**src/rtl/int_cmp_pkg.sv**
```systemverilog
package int_cmp_pkg;
  typedef enum logic [2:0] {
    OP_BEQ  = 3'b000,
    OP_BNE  = 3'b001,
    OP_SLT  = 3'b010,
    OP_SLTU = 3'b011,
    OP_BLT  = 3'b100,
    OP_BGE  = 3'b101,
    OP_BLTU = 3'b110,
    OP_BGEU = 3'b111
  } cmp_op_e;
endpackage

```
**src/rtl/cmp_magnitude.sv**
```systemverilog
module cmp_magnitude #(
  parameter int WIDTH   = 64,
  parameter int CHUNK_W = 32
) (
  input  logic [WIDTH-1:0] a_i,
  input  logic [WIDTH-1:0] b_i,
  output logic             eq_o,
  output logic             lt_s_o,
  output logic             lt_u_o
);
  localparam int NCHUNK = WIDTH / CHUNK_W;

  logic [NCHUNK-1:0] c_eq, c_lt;

  for (genvar k = 0; k < NCHUNK; k++) begin : g_chunk
    assign c_eq[k] = a_i[k*CHUNK_W +: CHUNK_W] == b_i[k*CHUNK_W +: CHUNK_W];
    assign c_lt[k] = a_i[k*CHUNK_W +: CHUNK_W] <  b_i[k*CHUNK_W +: CHUNK_W];
  end

  logic lt_u;
  always_comb begin
    lt_u = 1'b0;
    // higher chunk decides unless equal
    for (int k = 0; k < NCHUNK; k++) lt_u = c_lt[k] | (c_eq[k] & lt_u);
  end

  logic sgn_diff;
  assign sgn_diff = a_i[WIDTH-1] ^ b_i[WIDTH-1];
  assign eq_o     = &c_eq;
  assign lt_u_o   = lt_u;
  // differing signs: negative A is smaller
  assign lt_s_o   = sgn_diff ? a_i[WIDTH-1] : lt_u;

  always_comb begin

    eq_excl_chk: assert (!(eq_o && (lt_u_o || lt_s_o)))
      else $error("equal operands reported as less-than");

    sign_split_chk: assert (sgn_diff || (lt_s_o == lt_u_o))
      else $error("signed and unsigned order differ for same-sign operands");

    sign_flip_chk: assert (!sgn_diff || (lt_s_o != lt_u_o))
      else $error("signed and unsigned order agree across the sign boundary");
  end
endmodule

```
**src/rtl/cmp_cond_sel.sv**
```systemverilog
module cmp_cond_sel
  import int_cmp_pkg::*;
(
  input  logic [2:0] op_i,
  input  logic       eq_i,
  input  logic       lt_s_i,
  input  logic       lt_u_i,
  output logic       slt_bit_o,
  output logic       taken_o
);
  cmp_op_e op;
  logic    base, is_slt;

  assign op     = cmp_op_e'(op_i);
  assign is_slt = (op == OP_SLT) || (op == OP_SLTU);

  always_comb begin
    base = op_i[2] ? (op_i[1] ? lt_u_i : lt_s_i) : eq_i;
    // odd codes invert the base condition
    taken_o   = is_slt ? 1'b0 : (base ^ op_i[0]);
    slt_bit_o = (op == OP_SLT) ? lt_s_i : ((op == OP_SLTU) ? lt_u_i : 1'b0);
  end

  always_comb begin

    quiet_slt_chk: assert (is_slt || !slt_bit_o)
      else $error("slt bit raised for a branch code");

    quiet_br_chk: assert (!is_slt || !taken_o)
      else $error("branch flag raised for a set-less-than code");
  end
endmodule

```
**src/rtl/int_cmp_unit.sv**
```systemverilog
module int_cmp_unit
  import int_cmp_pkg::*;
#(
  parameter int XLEN    = 64,
  parameter int CHUNK_W = 32
) (
  input  logic [XLEN-1:0] a_i,
  input  logic [XLEN-1:0] b_i,
  input  logic [2:0]      op_i,
  output logic [XLEN-1:0] slt_o,
  output logic            taken_o
);
  logic eq, lt_s, lt_u, slt_bit;

  cmp_magnitude #(.WIDTH(XLEN), .CHUNK_W(CHUNK_W)) u_mag (
    .a_i   (a_i),
    .b_i   (b_i),
    .eq_o  (eq),
    .lt_s_o(lt_s),
    .lt_u_o(lt_u)
  );

  cmp_cond_sel u_sel (
    .op_i     (op_i),
    .eq_i     (eq),
    .lt_s_i   (lt_s),
    .lt_u_i   (lt_u),
    .slt_bit_o(slt_bit),
    .taken_o  (taken_o)
  );

  assign slt_o = {{(XLEN-1){1'b0}}, slt_bit};

  always_comb begin

    beq_match_chk: assert (!(op_i == OP_BEQ && taken_o) || (a_i == b_i))
      else $error("equal branch taken on differing operands");

    bne_match_chk: assert (!(op_i == OP_BNE && taken_o) || (a_i != b_i))
      else $error("not-equal branch taken on equal operands");

    bgeu_eq_chk: assert (!(op_i == OP_BGEU && a_i == b_i) || taken_o)
      else $error("unsigned greater-or-equal not taken on equal operands");
  end
endmodule

```
**config.mk**
```make
export PLATFORM = sky130hd
export DESIGN_NAME = int_cmp_unit
export DESIGN_NICKNAME = d
export VERILOG_FILES = /design/src/rtl/int_cmp_pkg.sv /design/src/rtl/cmp_magnitude.sv /design/src/rtl/cmp_cond_sel.sv /design/src/rtl/int_cmp_unit.sv
export SDC_FILE = /design/constraint.sdc
export NUM_CORES = 1
export LEC_CHECK = 0
export CORE_MARGIN = 2
export CORE_UTILIZATION = 36
export DETAILED_ROUTE_END_ITERATION = 6
export PLACE_DENSITY = 0.9
export SKIP_LAST_GASP = 1
export SYNTH_ARGS = -nofsm -noshare
export SYNTH_HDL_FRONTEND = slang
export SYNTH_SLANG_ARGS = --single-unit
```
**constraint.sdc**
```tcl
create_clock -name vclk -period 5
set_input_delay 0.5 -clock vclk [all_inputs]
set_output_delay 0.5 -clock vclk [all_outputs]
set_load 0.02 [all_outputs]
```
### Word-level counts from Yosys, hierarchy flattened

Cells that the tools add are included.

| storage, ports and cells | value |
|---|---|
| output and inout bits | 65 |
| logic and storage cells | 18 |
| flip-flop bits (word level) | 0 |
| bits of input ports | 131 |

| cells by class | value |
|---|---|
| mux-type cells | 6 |
| bitwise operators | 4 |
| reduce and logical (&&, ||, !) cells | 2 |
| equality and inequality tests | 4 |
| magnitude comparators | 2 |

Operators with widths:

| cell | number |
|---|---|
| == test 32 bit | 2 |
| less-than comparator 32 bit | 2 |
| == test 3 x 2 -> 1 bit, second input constant | 2 |
| two-way mux 1 bit | 6 |
| AND reduction 2 bit | 1 |
| XOR 1 bit | 2 |
| AND 1 bit | 1 |
| logical OR 1 bit | 1 |
| OR 1 bit | 1 |

### Depth between registers and ports, before layout

Gate-level depths: netlist (run 1).

| depth | value |
|---|---|
| depth in word-level cells | 8 |
| mapped depth | 10 |
| mapped depth without buffers | 9 |

### By module

From an unflattened synthesis (run 1), not the netlist that was laid out.

| second synthesis, totals | value |
|---|---|
| cells, all modules | 307 |
| area total of the unflattened synthesis | 2194.6 µm² |

By module, submodules not included:

| module | area an instance (µm²) | cells each | instances |
|---|---|---|---|
| cmp_magnitude | 1646.6 | 234 | 1 |
| int_cmp_unit | 484.2 | 65 | 1 |
| cmp_cond_sel | 63.8 | 8 | 1 |

### Least setup slack after synthesis (run 1)

Ideal clock, no wire load.

| path | value |
|---|---|
| kind | input to output |
| start point | input port b_i[33] |
| end point | output port taken_o |
| data arrival time | 2400 ps |
| setup slack | 2100 ps |
| stages | 9 |
| buffers on the path | 0 |
| path through | inv_1 -> ha_1 -> nor2b_4 -> o211ai_2 -> a21oi_1 -> o31a_1 -> or4_1 -> and2_4 -> a211oi_2 |

| between the ends | value |
|---|---|
| cells in the longest elaborated chain, start to end | 8 |
| elaborated cells on any way between the ends | 10 |
| those cells by class | 1 x order compare; 1 x eq/ne; 4 x mux; 3 x bitwise; 1 x reduce/logical |

RTL lines:

| item | RTL line | text |
|---|---|---|
| start, declared | int_cmp_unit.sv:8 | `input logic [XLEN-1:0] b_i,` |
| branches (longest 5 deep; another with less-than comparator 32 bit) | n/a |  |
| two-way mux 1 bit (*) | cmp_cond_sel.sv:18 | `base = op_i[2] ? (op_i[1] ? lt_u_i : lt_s_i) : eq_i;` |
| XOR 1 bit (*) | cmp_cond_sel.sv:20 | `taken_o = is_slt ? 1'b0 : (base ^ op_i[0]);` |
| two-way mux 1 bit (*) | cmp_cond_sel.sv:20 |  |
| end, declared | int_cmp_unit.sv:11 | `output logic taken_o` |

Every way passes the cells marked *.

### Final worst setup path (run 1)

| path | value |
|---|---|
| start point | input port b_i[31] |
| end point | output port taken_o |

| between the ends | value |
|---|---|
| cells in the longest elaborated chain, start to end | 8 |
| elaborated cells on any way between the ends | 10 |
| those cells by class | 1 x order compare; 1 x eq/ne; 4 x mux; 3 x bitwise; 1 x reduce/logical |

RTL lines:

| item | RTL line | text |
|---|---|---|
| less-than comparator 32 bit | cmp_magnitude.sv:17 | `assign c_lt[k] = a_i[k*CHUNK_W +: CHUNK_W] < b_i[k*CHUNK_W +: CHUNK_W];` |
| AND 1 bit | cmp_magnitude.sv:24 | `for (int k = 0; k < NCHUNK; k++) lt_u = c_lt[k] \| (c_eq[k] & lt_u);` |
| OR 1 bit | cmp_magnitude.sv:24 |  |
| two-way mux 1 bit | cmp_magnitude.sv:32 | `assign lt_s_o = sgn_diff ? a_i[WIDTH-1] : lt_u;` |
| two-way mux 1 bit | cmp_cond_sel.sv:18 |  |
| two-way mux 1 bit (*) | cmp_cond_sel.sv:18 |  |
| XOR 1 bit (*) | cmp_cond_sel.sv:20 |  |
| two-way mux 1 bit (*) | cmp_cond_sel.sv:20 |  |

Mark *: on every way between the ends. The rest lies on a longest branch, timed or not.

==> impl_results.md, run 1 <==
* Vias post-DR at 2344
* Final Slew Violations at 0
* # DRC at 0
* DP Wirelength at 5490 µm
* Slew headroom at 63.9%
* IO Pins at 196
* Synthesized area at 2260 µm²
* Initial antenna violation count at 0
* Sequential cells at 0
* Post-cts resize count at 0
* Fin util at 57.4%
* Most frequent cells after synthesis: inv_1 (66), buf_4 (64), ha_1 (64), a21oi_1 (21), nand2_1 (13)
* Slowest CP cell: clkdlybuf4s50_1
* Fillers at 541
* Worst-Margin Slew at 0.537 ns
* Max cap viols at 0
* Layout cells sized above 1 at 3.43%
* Final worst-path cycle share at 85.3%
* CP bufs+invs at 3
* # setup viols final at 0
* Die Wd at 83.3 µm
* Post-CTS Setup Repair Bufs at 0
* Worst hold path type: in -> out
* Post-Route WL at 5830 µm
* GR Util All Layers at 15.4%
* Largest net degree at the start of global routing at 7
* Max Fclk at 234 MHz
* Top cells by area, synth: ha_1 (35%), buf_4 (21%), inv_1 (11%)
* Hold Crit Depth at 4
* Worst Path Required at 4.50 ns
* Most frequent cell after synthesis: inv_1
* Yosys cell types at 43
* Max incr delay on CP at 0.66 ns
* GR Overflow Total at 0
* Starting Density at 37.7%
* FP Rows at 28
* Final Wtd Congestion at 0.849
* RSZ-0062 raised after global routing: false
* Starting DRT DRC Count at 31
* Core area at 5990 µm²
* Crit path launch type: primary input
* WL/cell at 11.4 µm
* Vias in the first global route at 2294
* Tot Pwr at 281 µW
* Area Overhead vs Synth at 52.1%
* Dpl cell area at 3440 µm²
* Layout clock buffers at 0
* Cts hold-fix bufs at 0
* Leakage at 0.00181 µW
* Hold Startpoint: a_i[63]
* Crit path max-delay family: buffers and inverters
* Final ANT Viol Nets at 0
* Peak supply drop at 0.0469 mV
* Non-filler cells, final at 512
* Number of port buffers at 133
* 1st-pass router iterations at 4
* Yosys top cell by area: ha_1
* Global-route wire length before repair at 9350 µm
* Overall die height at 83.3 µm
* Final instance area at 3440 µm²
* Reg area at 0 µm²
* Critical path type: in -> out
* Critical path capture point type: primary output
* Fin crit period at 4.27 ns
* Hold EP: slt_o[0]
* Nets at 634
* Count of final hold-check violations at 0
* YS warnings at 0
* CP max FO at 4
* Syn avg cell area at 7.39 µm²
* Sequential share of the synthesized area at 0%
* Power per cell area at 81.7 nW/µm²
* Worst Path Arrival at 3.77 ns
* Vias per cell at 4.58
* Status: finished clean
* Placed instance count at 512
* Setup TNS Final at 0 ns
* Synth top area share at 35.4%
* Die Area at 6930 µm²
* CP Cell Sequence: clkdlybuf4s50_1 -> inv_1 -> ha_1 -> nand4_1 -> nor4_1 -> nand4_1 -> o21ai_1 -> nor3_1 -> a211o_1 -> a211oi_2 -> clkdlybuf4s50_1
* Diodes inserted at 0
* Post-synthesis cell count at 306
==> through the flow <==
stage / hold WS (ns) / setup slack (ns)
3_5_place_dp: 2.22 / 0.743
3_3_place_gp: 2.19 / 0.746
2_1_floorplan: 1.17 / 2.10
6_report: 2.24 / 0.734
5_1_grt: 2.27 / 0.623
4_1_cts: 2.22 / 0.733
==> layer usage <==
layer | up-vias | track usage [%] | share of wire, %
met5 | - | 0 | 0
met4 | 0 | 1.79 | 0.81
met3 | 6 | 2.09 | 7.5
met2 | 116 | 31.8 | 54
met1 | 1035 | 16.7 | 38
li1 | 1187 | - | -
==> cell families after synthesis <==
group | share of synthesized area [%]
other | 0.166
buffers and inverters | 32.2
adder cells (fa/ha/maj) | 35.4
AO/OA/AOI/OAI | 15.6
AND/OR/NAND/NOR | 16.7
==> final cells by class <==
cell class                      count  area [µm²]  share of cell area, %
Inverter                           66         248                   7.21
Timing Repair Buffer              133        1330                   38.7
Tap cell                           75        93.8                   2.73
Multi-Input combinational cell    238        1770                   51.3
==> cells in the final DEF, fill, tap and decap left out, types with 7 or more instances in the layout <==
master,Yosys,layout
nor2_1,7,7
clkdlybuf4s50_1,0,133
conb_1,1,63
inv_1,66,66
nand4_1,10,10
ha_1,64,64
a21oi_1,21,21
nand3_1,9,9
nand2_1,13,13
==> how the worst max path moves through the flow <==
| stage | cells after the start | end | slack [ns] | startpoint |
|---|---|---|---|---|
| finish | 11 | taken_o | 0.73 | b_i[31] |
| global route | 11 | taken_o | 0.62 | b_i[31] |
| CTS | 11 | taken_o | 0.73 | b_i[31] |
| detailed placement | 11 | taken_o | 0.74 | b_i[31] |
| global placement | 11 | taken_o | 0.75 | b_i[31] |
| floorplan | 9 | taken_o | 2.10 | b_i[33] |
==> power breakdown <==
part	internal, µW	total, µW	leakage [µW]	switching [µW]
sequential	0	0	0	0
clock	0	0	0	0
combinational	149	281	0.00181	132
Note: power is estimated with default switching activity, not from simulation.
==> run 2: changes to the inputs <==
==> constraint.sdc (replaced) <==
create_clock -name vclk -period 5.35
set_input_delay 0.535 -clock vclk [all_inputs]
set_output_delay 0.535 -clock vclk [all_outputs]
set_load 0.02 [all_outputs]
==> run 2 against run 1 <==
Combinational power fell by 7%. Hold slack improved by 0.045 ns. Non-clock buffer count did not move. First-iteration DRC count fell by 42%. Largest power group unchanged.
==> impl_results.md, run 2 (synthesis gave the netlist of run 1 again) <==
* Count of final hold-check violations at 0 (unchanged)
* Final ANT Viol Nets at 0 (unchanged)
* DP Wirelength at 5470 µm (-0.36%)
* Combinational share of power at 100.0% (about the same)
* Internal at 139 µW (-6.6%)
* Diodes inserted at 0 (unchanged)
* # setup viols final at 0 (unchanged)
* Pre-CTS setup slack at 1.03 ns (+0.286 ns)
* Sequential fraction of design power at 0% (unchanged)
* Layout clock buffers at 0 (unchanged)
* Post-cts resize count at 0 (unchanged)
* Starting Density at 37.7% (unchanged)
* Post-Route WL at 5730 µm (-1.7%)
* Reg area at 0 µm² (unchanged)
* IO Pins at 196 (unchanged)
* 1st-pass router iterations at 4 (unchanged)
* CP max FO at 4 (unchanged)
* Die Area at 6930 µm² (unchanged)
* Net Switching at 122 µW (-7.2%)
* Status: finished clean
* Cts hold-fix bufs at 0 (unchanged)
* RSZ-0062 raised after global routing: false
* Met3 Usage GRT at 2.39% (+0.30 points)
* Largest net degree at the start of global routing at 7 (unchanged)
* FP Rows at 28 (unchanged)
* Global-route wire length before repair at 9580 µm (+2.4%)
* Vias post-DR at 2314 (-1.3%)
* Core area at 5990 µm² (unchanged)
* Commonest non-fill, non-tap cell in the layout: clkdlybuf4s50_1
* Sequential cells at 0 (unchanged)
* Layout cells sized above 1 at 3.43% (unchanged)
* GR Overflow Total at 0 (unchanged)
* Final worst-path cycle share at 80.4%
* GR Util All Layers at 15.8% (+0.35 points)
* # DRC at 0 (unchanged)
* Starting DRT DRC Count at 18 (-42%)
* Fin util at 57.4% (unchanged)
* Met2 Usage GRT at 31.5% (-0.29 points)
* Area Overhead vs Synth at 52.1% (unchanged)
* Die Wd at 83.3 µm (unchanged)
* Dpl cell area at 3440 µm² (unchanged)
* Final Slew Violations at 0 (unchanged)
* Initial antenna violation count at 0 (unchanged)
* Worst Path Required at 4.82 ns (+0.32 ns)
* Worst Path Arrival at 3.76 ns (about the same)
* Leakage at 0.00181 µW (unchanged)
* Number of port buffers at 133 (unchanged)
* Vias in the first global route at 2300 (+0.26%)
* WL/cell at 11.2 µm (-1.7%)
* Critical path capture point type: primary output
* Worst-Margin Slew at 0.512 ns (-0.0249 ns)
* Overall die height at 83.3 µm (unchanged)
* Crit. Startpoint: b_i[31]
* Max incr delay on CP at 0.66 ns (about the same)
* Commonest cells after routing, fill and taps aside: clkdlybuf4s50_1 (133), inv_1 (66), ha_1 (64)
* Critical path type: in -> out
* Worst hold path type: in -> out
* Final Wtd Congestion at 0.849 (about the same)
* Max Fclk at 233 MHz
* CP Cell Sequence: clkdlybuf4s50_1 -> inv_1 -> ha_1 -> nand4_1 -> nor4_1 -> nand4_1 -> o21ai_1 -> nor3_1 -> a211o_1 -> a211oi_2 -> clkdlybuf4s50_1
* Setup TNS Final at 0 ns (unchanged)
* Max cap viols at 0 (unchanged)
* Sw frac at 46.7% (-0.17 points)
* Met1 usage at 17.2% (+0.53 points)
* Vias per cell at 4.52 (-1.3%)
* Final instance area at 3440 µm² (unchanged)
* Slew headroom at 65.6% (+1.7 points)
* CP endpoint: taken_o
* GRT Max-Usage Layer: met2
* Final WS setup at 1.05 ns (+0.317 ns)
* Clk network pwr share at 0% (unchanged)
* Nets at 634 (unchanged)
* Peak supply drop at 0.0452 mV (-3.8%)
* Power per cell area at 76.1 nW/µm² (-6.9%)
* Slowest CP cell: clkdlybuf4s50_1
* Crit path launch type: primary input
* Post-CTS Setup Repair Bufs at 0 (unchanged)
* Fin crit period at 4.30 ns
## run 2: cell counts in the layout (fill, tap and decap cells not counted)
No cell type changed its count.
## run 2: layout make-up
cell class                 instances  area (µm²)
tap                               75        93.8
multi-input combinational        238        1770
inverter                          66         248
fill                             536        2550
timing repair buffer             133        1330
## run 2: metrics by stage
step / power [µW] / hold WS (ns) / instances
2_1_floorplan: 173 / 1.24 / 368
5_1_grt: 293 / 2.36 / 512
3_3_place_gp: 254 / 2.26 / 512
3_5_place_dp: 262 / 2.28 / 512
6_report: 262 / 2.29 / 512
4_1_cts: 263 / 2.28 / 512
## run 2: how the worst min path moves through the flow
stage	from	to	cells past startpoint
6_report	op_i[1]	slt_o[0]	4
4_1_cts	op_i[1]	slt_o[0]	4
3_3_place_gp	op_i[1]	slt_o[0]	4
5_1_grt	op_i[1]	slt_o[0]	4
2_1_floorplan	op_i[0]	taken_o	2
3_5_place_dp	op_i[1]	slt_o[0]	4
## run 2: power groups by stage
stage | logic (µW) | clock network, µW | registers (µW)
3_5_place_dp | 262 | 0 | 0
3_3_place_gp | 254 | 0 | 0
5_1_grt | 293 | 0 | 0
6_report | 262 | 0 | 0
2_1_floorplan | 173 | 0 | 0
4_1_cts | 263 | 0 | 0
## run 2: layer usage
metal	up-vias	share of wire (%)
met4	0	1.6
li1	1184	-
met5	-	0
met1	1011	38
met3	10	7.2
met2	109	53
## run 2: worst max-delay path: cells and delay by family
kind | cells | cell delay [ns]
buf+inv | 3 | 1.15
simple gates | 4 | 0.98
fa+ha+maj | 1 | 0.32
compound gates | 3 | 0.77
